File: src/rtl/adc_seq_pkg.sv
package adc_seq_pkg;
  localparam int CH_W  = 3;
  localparam int CFG_W = 7;

  typedef struct packed {
    logic [CH_W-1:0] chan;
    logic            diff;
    logic            com;
    logic            uni;
  } req_t;

  typedef enum logic [1:0] {
    ST_IDLE,
    ST_WAIT_CONV,
    ST_SHIFT,
    ST_ACQ
  } seq_state_t;
endpackage

File: src/rtl/adc_seq_cfg_enc.sv
module adc_seq_cfg_enc
  import adc_seq_pkg::*;
(
  input  req_t             req,
  output logic [CFG_W-1:0] word,
  output logic             reject
);
  logic se;

  always_comb begin
    se     = ~req.diff;
    // order: single-ended, odd, select high, select low, common, unipolar, sleep
    word   = {se, req.chan[0], req.chan[2], req.chan[1], req.com, req.uni, 1'b0};
    // channel 7 cannot be both the common pin and the positive input
    reject = se & req.com & (req.chan == {CH_W{1'b1}});
  end
endmodule

File: src/rtl/adc_seq_timer.sv
module adc_seq_timer #(
  parameter int CONV_CYC = 370,
  parameter int ACQ_CYC  = 168
) (
  input  logic clk,
  input  logic rst_n,
  input  logic line_hi,
  output logic conv_done,
  output logic acq_done
);
  localparam int HW = $clog2(CONV_CYC + 1);
  localparam int LW = $clog2(ACQ_CYC + 1);
  localparam logic [HW-1:0] HI_MAX = HW'(CONV_CYC);
  localparam logic [LW-1:0] LO_MAX = LW'(ACQ_CYC);

  logic [HW-1:0] hi_cnt;
  logic [LW-1:0] lo_cnt;

  always_ff @(posedge clk or negedge rst_n) begin
    if (!rst_n) begin
      hi_cnt <= '0;
      lo_cnt <= '0;
    end else if (line_hi) begin
      lo_cnt <= '0;
      if (hi_cnt != HI_MAX) hi_cnt <= hi_cnt + 1'b1;
    end else begin
      hi_cnt <= '0;
      if (lo_cnt != LO_MAX) lo_cnt <= lo_cnt + 1'b1;
    end
  end

  assign conv_done = (hi_cnt == HI_MAX);
  assign acq_done  = (lo_cnt == LO_MAX);
endmodule

File: src/rtl/adc_seq_shift.sv
module adc_seq_shift #(
  parameter int NBITS    = 16,
  parameter int SCK_HALF = 2
) (
  input  logic             clk,
  input  logic             rst_n,
  input  logic             start,
  input  logic [NBITS-1:0] tx_word,
  input  logic             sdo,
  output logic             sck,
  output logic             sdi,
  output logic             done,
  output logic [NBITS-1:0] rx_word
);
  localparam int DW = $clog2(SCK_HALF + 1);
  localparam int BW = $clog2(NBITS + 1);
  localparam logic [DW-1:0] DIV_LAST = DW'(SCK_HALF - 1);
  localparam logic [BW-1:0] BIT_LAST = BW'(NBITS - 1);

  logic             active;
  logic [DW-1:0]    div_cnt;
  logic [BW-1:0]    bit_cnt;
  logic [NBITS-1:0] tx_sh;

  always_ff @(posedge clk or negedge rst_n) begin
    if (!rst_n) begin
      active  <= 1'b0;
      sck     <= 1'b0;
      div_cnt <= '0;
      bit_cnt <= '0;
      tx_sh   <= '0;
      rx_word <= '0;
      done    <= 1'b0;
    end else begin
      done <= 1'b0;
      if (start) begin
        active  <= 1'b1;
        sck     <= 1'b0;
        div_cnt <= '0;
        bit_cnt <= '0;
        tx_sh   <= tx_word;
      end else if (active) begin
        if (div_cnt == DIV_LAST) begin
          div_cnt <= '0;
          if (!sck) begin
            sck     <= 1'b1;
            rx_word <= {rx_word[NBITS-2:0], sdo};
          end else begin
            sck   <= 1'b0;
            tx_sh <= {tx_sh[NBITS-2:0], 1'b0};
            if (bit_cnt == BIT_LAST) begin
              active <= 1'b0;
              done   <= 1'b1;
            end else begin
              bit_cnt <= bit_cnt + 1'b1;
            end
          end
        end else begin
          div_cnt <= div_cnt + 1'b1;
        end
      end
    end
  end

  assign sdi = tx_sh[NBITS-1];

  AST_SCK_IDLE_LOW: assert property (@(posedge clk) disable iff (!rst_n)
    !active |-> !sck);
endmodule

File: src/rtl/adc_seq_ctrl.sv
module adc_seq_ctrl
  import adc_seq_pkg::*;
#(
  parameter int FRAME_BITS = 16,
  parameter int CONV_CYC   = 370,
  parameter int ACQ_CYC    = 168,
  parameter int SCK_HALF   = 2
) (
  input  logic                  clk,
  input  logic                  rst_n,
  input  logic                  req_valid,
  output logic                  req_ready,
  input  logic [2:0]            req_chan,
  input  logic                  req_diff,
  input  logic                  req_com,
  input  logic                  req_unipolar,
  output logic                  req_reject,
  output logic                  adc_cnv,
  output logic                  adc_sck,
  output logic                  adc_sdi,
  input  logic                  adc_sdo,
  output logic                  res_valid,
  input  logic                  res_ready,
  output logic [FRAME_BITS-1:0] res_data,
  output logic [2:0]            res_chan,
  output logic                  res_diff,
  output logic                  res_com,
  output logic                  res_unipolar
);
  localparam int PAD_W = FRAME_BITS - CFG_W;

  seq_state_t       state;
  req_t             in_req, cur_cfg, prev_cfg, tag_q;
  logic [CFG_W-1:0] in_word, cur_word;
  logic             in_reject, have_prev, shift_start, shift_done;
  logic             conv_done, acq_done;
  logic [FRAME_BITS-1:0] rx_word;

  assign in_req = '{chan: req_chan, diff: req_diff, com: req_com, uni: req_unipolar};

  adc_seq_cfg_enc u_enc (
    .req    (in_req),
    .word   (in_word),
    .reject (in_reject)
  );

  adc_seq_timer #(.CONV_CYC(CONV_CYC), .ACQ_CYC(ACQ_CYC)) u_timer (
    .clk       (clk),
    .rst_n     (rst_n),
    .line_hi   (adc_cnv),
    .conv_done (conv_done),
    .acq_done  (acq_done)
  );

  adc_seq_shift #(.NBITS(FRAME_BITS), .SCK_HALF(SCK_HALF)) u_shift (
    .clk     (clk),
    .rst_n   (rst_n),
    .start   (shift_start),
    .tx_word ({cur_word, {PAD_W{1'b0}}}),
    .sdo     (adc_sdo),
    .sck     (adc_sck),
    .sdi     (adc_sdi),
    .done    (shift_done),
    .rx_word (rx_word)
  );

  assign req_ready = (state == ST_IDLE) && !res_valid;

  always_ff @(posedge clk or negedge rst_n) begin
    if (!rst_n) begin
      state       <= ST_IDLE;
      adc_cnv     <= 1'b1;
      req_reject  <= 1'b0;
      shift_start <= 1'b0;
      cur_cfg     <= '0;
      cur_word    <= '0;
      prev_cfg    <= '0;
      have_prev   <= 1'b0;
      res_valid   <= 1'b0;
      res_data    <= '0;
      tag_q       <= '0;
    end else begin
      req_reject  <= 1'b0;
      shift_start <= 1'b0;
      if (res_valid && res_ready) res_valid <= 1'b0;
      unique case (state)
        ST_IDLE: begin
          if (req_valid && req_ready) begin
            if (in_reject) begin
              req_reject <= 1'b1;
            end else begin
              cur_cfg  <= in_req;
              cur_word <= in_word;
              state    <= ST_WAIT_CONV;
            end
          end
        end
        ST_WAIT_CONV: begin
          if (conv_done) begin
            adc_cnv     <= 1'b0;
            shift_start <= 1'b1;
            state       <= ST_SHIFT;
          end
        end
        ST_SHIFT: begin
          if (shift_done) state <= ST_ACQ;
        end
        ST_ACQ: begin
          if (acq_done) begin
            adc_cnv   <= 1'b1;
            state     <= ST_IDLE;
            if (have_prev) begin
              res_valid <= 1'b1;
              res_data  <= rx_word;
              tag_q     <= prev_cfg;
            end
            prev_cfg  <= cur_cfg;
            have_prev <= 1'b1;
          end
        end
        default: state <= ST_IDLE;
      endcase
    end
  end

  assign res_chan     = tag_q.chan;
  assign res_diff     = tag_q.diff;
  assign res_com      = tag_q.com;
  assign res_unipolar = tag_q.uni;

  AST_FALL_AFTER_CONV: assert property (@(posedge clk) disable iff (!rst_n)
    $fell(adc_cnv) |-> conv_done);
  AST_RISE_AFTER_ACQ: assert property (@(posedge clk) disable iff (!rst_n)
    $rose(adc_cnv) |-> acq_done);
  AST_RES_HOLD: assert property (@(posedge clk) disable iff (!rst_n)
    (res_valid && !res_ready) |=> (res_valid && $stable(res_data) && $stable(tag_q)));
  AST_NO_ACCEPT_PENDING: assert property (@(posedge clk) disable iff (!rst_n)
    res_valid |-> !req_ready);
  AST_REJECT_NO_FRAME: assert property (@(posedge clk) disable iff (!rst_n)
    req_reject |-> (adc_cnv && state == ST_IDLE));
endmodule

File: config.mk
export PLATFORM = sky130hd
export DESIGN_NAME = adc_seq_ctrl
export DESIGN_NICKNAME = d
export VERILOG_FILES = /design/src/rtl/adc_seq_pkg.sv /design/src/rtl/adc_seq_cfg_enc.sv /design/src/rtl/adc_seq_timer.sv /design/src/rtl/adc_seq_shift.sv /design/src/rtl/adc_seq_ctrl.sv
export SDC_FILE = /design/constraint.sdc
export NUM_CORES = 1
export LEC_CHECK = 0
export CORE_MARGIN = 2
export CORE_UTILIZATION = 45
export CTS_CLUSTER_DIAMETER = 50
export CTS_CLUSTER_SIZE = 40
export DETAILED_ROUTE_END_ITERATION = 10
export GPL_TIMING_DRIVEN = 0
export HOLD_SLACK_MARGIN = 0.1
export PLACE_DENSITY = 0.68
export SLEW_MARGIN = 20
export SYNTH_ARGS = -nofsm -noshare
export SYNTH_HDL_FRONTEND = slang
export SYNTH_SLANG_ARGS = --single-unit
File: constraint.sdc
create_clock -name clk -period 1.8 [get_ports clk]
set_input_delay 0.36 -clock clk [delete_from_list [all_inputs] [get_ports clk]]
set_output_delay 0.36 -clock clk [all_outputs]
set_load 0.02 [all_outputs]
==> results of run 1 <==
## report_power, final
part	leakage, nW	switching, mW	internal (mW)
Combinational	0.959	0.300	0.247
Clock	0.0958	0.752	0.648
Sequential	1.23	0.0848	2.14
Total	2.29	1.14	3.04
## cell usage in the layout (no fill, tap or decap), drive strengths merged, types with 6 or more instances in the layout
cell type / count
o21ai: 12
clkbuf: 11
xnor2: 7
xor2: 6
nor2: 15
mux2: 46
ha: 10
nand3: 7
inv: 14
and2: 6
buf: 20
mux2i: 7
dfrtp: 90
nand2: 30
clkdlybuf4s50: 33
## cell families (layout without fill, tap and decap cells)
group           count (synthesis)  in the layout  share of synthesized area, %
compound gates                 30             30                         5.337
xor+xnor                       13             13                         2.873
fa+ha+maj                      10             10                         3.158
buf+inv                        21             88                         2.779
flops                          91             91                         57.50
mux                            53             53                         15.41
simple gates                   91             91                         12.95
## critical path: cells and delay by family (launching register included)
| family | cells | cell delay (ns) |
|---|---|---|
| multiplexers | 1 | 0.30 |
| flip-flops | 1 | 0.45 |
| adder cells (fa/ha/maj) | 1 | 0.13 |
| AND/OR/NAND/NOR | 2 | 0.52 |
| buffers and inverters | 2 | 0.24 |
## cells in the mapped netlist, drive strengths merged (2+ instances only)
cell type | instances | area share, %
xnor2 | 7 | 1.5
o22a | 2 | 0.44
nand2b | 3 | 0.47
nand2 | 30 | 2.8
nand4 | 5 | 0.79
a21oi | 3 | 0.47
mux2i | 7 | 1.8
ha | 10 | 3.2
nand3 | 7 | 1.2
and3 | 5 | 0.79
clkbuf | 2 | 0.19
or3 | 3 | 0.47
nand3b | 3 | 0.57
o21ai | 12 | 1.6
nor3 | 4 | 0.79
a31o | 2 | 0.44
inv | 13 | 1.2
dfrtp | 90 | 57
and2 | 6 | 0.95
xor2 | 6 | 1.3
buf | 6 | 1.4
nor2 | 15 | 1.6
mux2 | 46 | 14
nor2b | 4 | 0.63
a21boi | 4 | 0.76
## per-layer routing
layer / part of all wire (%) / up-vias / wire length (um) / global-route usage (%)
li1: - / 1191 / - / -
met1: 48 / 1242 / 3327 / 21.32
met2: 46 / 41 / 3190 / 23.60
met3: 4.1 / 12 / 285 / 3.794
met4: 2.0 / 0 / 138 / 6.731
met5: 0 / - / 0 / 0
## registers in the layout (all words and copies together) (netlist names), 2 cells and up
| signal | count |
|---|---|
| prev_cfg | 6 |
| cur_word | 4 |
| state | 2 |
| res_chan | 3 |
| u_shift.bit_cnt | 5 |
| cur_cfg | 3 |
| u_timer.hi_cnt | 9 |
| u_shift.div_cnt | 2 |
| res_data | 16 |
| u_shift.rx_word | 16 |
| u_shift.tx_sh | 6 |
| u_timer.lo_cnt | 8 |
## path summary, 6_finish.rpt
kind                                      end  cells after the start  slack [ns]
max in group asynchronous   u_timer.lo_cnt[1]                      3        0.76
max reg2reg                       prev_cfg[1]                      6        0.05
min reg2reg                 u_shift.tx_sh[14]                      2        0.50
min                        u_shift.div_cnt[0]                      2        0.42
min in group clk            u_shift.tx_sh[14]                      2        0.50
max                               prev_cfg[1]                      6        0.05
## what timing repair did
action | in CTS | in global routing
pin swaps | 1 | 5
hold buffers | 1 | 0
endpoints found under the setup margin | 14 | 40
buffers inserted | 5 | 6
gates resized for setup | 10 | 12
endpoints found under the hold margin | 25 | 0
## cell type report
type / count / area (um2)
plain buffers: 8 / 61.31
inverters: 13 / 48.80
repair buffers: 51 / 511.7
clock buffers: 9 / 123.9
flip-flops and latches: 91 / 2280
well taps: 108 / 135.1
fillers: 720 / 3785
multi-input cells: 197 / 1614
clock inverters: 7 / 76.32
==> results.sh, run 1 <==
export IMPL_ys_seq_area_share_pct=57.50
export IMPL_drt_total_wl_um=6942
export IMPL_drc_errors=0
export IMPL_cts_max_path_buffers=2
export IMPL_grt_usage_pct=15.52
export IMPL_cp_cell_sequence="inv_2 -> ha_4 -> nand4bb_4 -> or3_1 -> buf_6 -> mux2_4"
export IMPL_syn_area_mm2=0.003963
export IMPL_fmax_mhz=572.2
export IMPL_async_flop_share_pct=100.0
export IMPL_yosysWarnings=0
export IMPL_synth_flop_cell="dfrtp_1"
export IMPL_numCtsBuffers=9
export IMPL_post_route_period_util_pct=97.09
export IMPL_finalSetupTns_ns=0
export IMPL_max_cap_viol_count=0
export IMPL_hold_path_class="in -> async"
export IMPL_clk_latency_ns=0.36
export IMPL_routed_via_count=2486
export IMPL_syn_nets=330
export IMPL_grt_overflow_total=0
export IMPL_place_gp_congestion=0.8402
export IMPL_end_kind="register"
export IMPL_peakVddDrop_v=0.0004262
export IMPL_p_per_area_mw_per_mm2=860.7
export IMPL_synth_edf_count=0
export IMPL_synthCells=309
export IMPL_whs_ns=0.4183
export IMPL_syn_avg_cell_area_um2=12.82
export IMPL_grt_pass1_wl_um=11850
export IMPL_crit_type="reg -> reg"
export IMPL_leakage_nw=2.289
export IMPL_die_area_mm2=0.009573
export IMPL_fin_area_mm2=0.004851
export IMPL_clk_pin_slew_ns=0.09
export IMPL_timing_slew_headroom_pct=64.55
export IMPL_ys_seq_elements=91
export IMPL_num_io_pins=39
export IMPL_htreeDepth=3
export IMPL_final_util_pct=56.17
export IMPL_post_dp_cell_area_mm2=0.004507
export IMPL_dr_pass1_iters=4
export IMPL_area_growth_pct=22.42
export IMPL_port_buffers=38
export IMPL_slowest_stage="dfrtp_2"
export IMPL_fin_crit_ns=1.748
export IMPL_viasPerCell=5.136
export IMPL_status="complete, no violations"
export IMPL_dp_cells=456
export IMPL_synth_distinct_cells=47
export IMPL_power_mw=4.175
export IMPL_fin_nets=392
export IMPL_path_max_fanout=8
export IMPL_drtIter0Drc=66
export IMPL_place_hpwl_um=4693
export IMPL_die_h_um=97.84
export IMPL_worst_slack_ns=0.05247
export IMPL_rsz0062_at_grt="true"
export IMPL_start_util_pct=45.89
export IMPL_critPathLaunch="u_timer.lo_cnt[1]"
export IMPL_diodes=0
export IMPL_coreArea_mm2=0.008636
export IMPL_clock_root_buffer="clkbuf_8"
export IMPL_cts_tree="done"
export IMPL_grt_pass1_vias=2478
export IMPL_antenna_found_initial=0
export IMPL_worst_endpoint_required_ns=2.06
export IMPL_startpoint_type="register"
export IMPL_chipWidth_um=97.84
export IMPL_final_instance_count_excl_fill=484
export IMPL_cpPeakStageDelay_ns=0.45
export IMPL_finalSetupViolCount=0
export IMPL_drive_above_1_share_pct=27.66
export IMPL_cts_num_sinks=91
export IMPL_grt_start_max_net_pins=66
export IMPL_hold_violations=0
export IMPL_rows=34
export IMPL_r2r_start="u_timer.lo_cnt[1]"
export IMPL_slew_viol_final=0
export IMPL_finClkSkew_ns=0.01248
export IMPL_final_antenna_net_count=0
export IMPL_worstPathArrival_ns=2.00
export IMPL_routedWlPerCell_um=14.34
export IMPL_dp_worst_setup_slack_ns=-0.2456
export IMPL_worst_pin_slew_ns=0.5317
(Power assumes the default switching activity.)
==> inputs of run 2 (changes only) <==
ABC_CLOCK_PERIOD_IN_PS = 1800   (was default)
==> results of run 2 <==
No change in the layout: final DEF, timing and power equal those of run 1.
==> inputs of run 3 (changes only) <==
ABC_CLOCK_PERIOD_IN_PS = 1600   (was 1800)
SETUP_SLACK_MARGIN = 0.05   (was default)
clock period = 1.6 ns   (was 1.8 ns; I/O delays follow)
==> run 3 against run 2 <==
The flow now finishes with violations (negative setup slack). Final cell count up 4.8%. Worst hold slack better by 0.0019 ns. Via count grew 5.3%. Critical endpoint is now prev_cfg[2]. Largest cell class unchanged. Combinational power grew 52%. Largest power group unchanged. Global-route usage increased by 1.2 points. Setup slack worse by 0.15 ns. First-iteration DRC count rose by 52%. Highest routed layer unchanged. Fmax increased by 3.2%.
==> results.sh, run 3 (synthesis results as in run 1) <==
export IMPL_clk_latency_ns=0.36
export IMPL_worst_slack_ns=-0.09359
export IMPL_dp_worst_setup_slack_ns=-0.3462
export IMPL_n_fill_cell=708
export IMPL_drc_errors=0
export IMPL_final_common_cell="dfrtp_1"
export IMPL_peakVddDrop_v=0.0004816
export IMPL_place_gp_congestion=0.7654
export IMPL_worst_pin_slew_ns=0.5296
export IMPL_num_io_pins=39
export IMPL_switchingPower_mw=1.397
export IMPL_routed_via_count=2618
export IMPL_post_route_period_util_pct=105.8
export IMPL_coreArea_mm2=0.008636
export IMPL_fin_crit_ns=1.694
export IMPL_diodes=0
export IMPL_numCtsBuffers=9
export IMPL_grt_overflow_total=0
export IMPL_layout_common_cells="88 x dfrtp_1, 28 x nand2_1, 26 x dlygate4sd2_1"
export IMPL_clk_pin_slew_ns=0.10
export IMPL_finClkSkew_ns=0.01342
export IMPL_violations="negative setup slack"
export IMPL_worst_endpoint_required_ns=1.85
export IMPL_grt_pass1_vias=2579
export IMPL_port_buffers=38
export IMPL_internal_power_mw=3.422
export IMPL_drtIter0Drc=100
export IMPL_top_regs="res_data (16), u_shift.rx_word (16), u_timer.hi_cnt (9)"
export IMPL_final_antenna_net_count=0
export IMPL_path_max_fanout=8
export IMPL_sw_frac_of_total_pct=28.99
export IMPL_drive_above_1_share_pct=36.34
export IMPL_pwr_share_clk_pct=30.4
export IMPL_fin_area_mm2=0.005205
export IMPL_finalSetupViolCount=24
export IMPL_grt_start_max_net_pins=53
export IMPL_chipWidth_um=97.84
export IMPL_start_util_pct=45.89
export IMPL_drt_total_wl_um=7668
export IMPL_htreeDepth=3
export IMPL_rr_worst_depth=6
export IMPL_grt_usage_pct=16.76
export IMPL_area_growth_pct=31.35
export IMPL_antenna_found_initial=0
export IMPL_fin_nets=415
export IMPL_hold_path_class="in -> async"
export IMPL_die_h_um=97.84
export IMPL_hold_violations=0
export IMPL_place_hpwl_um=4607
export IMPL_worstPathArrival_ns=1.94
export IMPL_end_kind="register"
export IMPL_max_cap_viol_count=0
export IMPL_combPwrFrac_pct=17.2
export IMPL_status="complete, but fails checks"
export IMPL_dr_pass1_iters=4
export IMPL_slew_viol_final=0
export IMPL_leakage_nw=2.559
export IMPL_crit_type="reg -> reg"
export IMPL_fmax_mhz=590.5
export IMPL_timing_slew_headroom_pct=64.69
export IMPL_seq_power_share_pct=52.4
export IMPL_p_per_area_mw_per_mm2=926.0
export IMPL_die_area_mm2=0.009573
export IMPL_clock_root_buffer="clkbuf_8"
export IMPL_startpoint_type="register"
export IMPL_cts_max_path_buffers=2
export IMPL_grt_pass1_wl_um=12860
export IMPL_rsz0062_at_grt="true"
export IMPL_cts_tree="done"
export IMPL_rows=34
export IMPL_post_dp_cell_area_mm2=0.004547
export IMPL_routedWlPerCell_um=15.12
export IMPL_viasPerCell=5.164
export IMPL_cts_num_sinks=91
[run 3: cell types whose count changed in the layout (fill, tap and decap cells not counted), moves of 3 or more]
cell             delta
buf_4              +15
dlygate4sd2_1      +23
mux2_2             -18
buf_8               +3
ha_1                -3
clkdlybuf4s50_1    -24
mux2_4             +18
ha_4                +3
buf_6               +4
[run 3: layout make-up]
| class | instances | area, um2 | area share (%) |
|---|---|---|---|
| sequential | 91 | 2281 | 43.82 |
| multi-input combinational | 197 | 1779 | 34.18 |
| timing repair buffer | 75 | 718.2 | 13.80 |
| tap | 108 | 135.1 | 2.596 |
| clock buffer | 9 | 123.9 | 2.380 |
| buffer | 7 | 58.81 | 1.130 |
| clock inverter | 7 | 57.56 | 1.106 |
| inverter | 13 | 51.30 | 0.9856 |
[run 3: final timing paths]
| path | from | to | slack [ns] |
|---|---|---|---|
| max in group asynchronous | rst_n | u_timer.lo_cnt[2] | 0.61 |
| setup / recovery | u_timer.lo_cnt[0] | prev_cfg[2] | -0.09 |
| min in group clk | req_unipolar | cur_word[1] | 0.49 |
| hold / removal | rst_n | u_shift.bit_cnt[2] | 0.42 |
| setup reg to reg | u_timer.lo_cnt[0] | prev_cfg[2] | -0.09 |
| hold reg to reg | cur_cfg[2] | cur_cfg[2] | 0.49 |
[run 3: power groups by stage]
stage / sequential, mW / combinational [mW] / clock (mW)
after floorplan: 2.52 / 0.380 / 0
after global placement: 2.54 / 0.550 / 0
after detailed placement: 2.55 / 0.578 / 0
after CTS: 2.50 / 0.693 / 1.51
after global routing: 2.54 / 0.905 / 1.61
final: 2.52 / 0.829 / 1.47
[run 3: worst max-delay path, cell delays in order (launching register included)]
cell	delay [ns]
dfrtp_1	0.41
inv_2	0.08
ha_4	0.13
nand4bb_4	0.13
or3_1	0.38
buf_6	0.16
mux2_4	0.29
[run 3: stage by stage]
stage	std cells	util [%]	hold WS [ns]	total power [mW]	TNS (ns)
after global placement	455	52.32	0.4643	3.094	-285.63
final	507	60.27	0.4202	4.820	-1.256
after detailed placement	456	52.65	0.2572	3.123	-5.236
after floorplan	309	-	0.02441	2.900	-0.4876
after global routing	507	60.27	0.4460	5.064	-2.874
after CTS	503	59.56	0.4234	4.704	-1.639
[run 3: repair_timing]
| action | 4_1_cts | 5_1_grt |
|---|---|---|
| endpoints found under the hold margin | 38 | 0 |
| setup buffers | 27 | 7 |
| hold buffers | 1 | 0 |
| pin swaps | 10 | 7 |
| gates resized for setup | 79 | 21 |
| cloned | 3 | 0 |
| endpoints found under the setup margin | 78 | 62 |
[run 3: per-layer routing]
metal / GRT usage (%) / routed length (um)
met5: 0 / 0
met4: 5.662 / 105
met3: 4.152 / 273
met2: 24.55 / 3495
met1: 24.53 / 3794
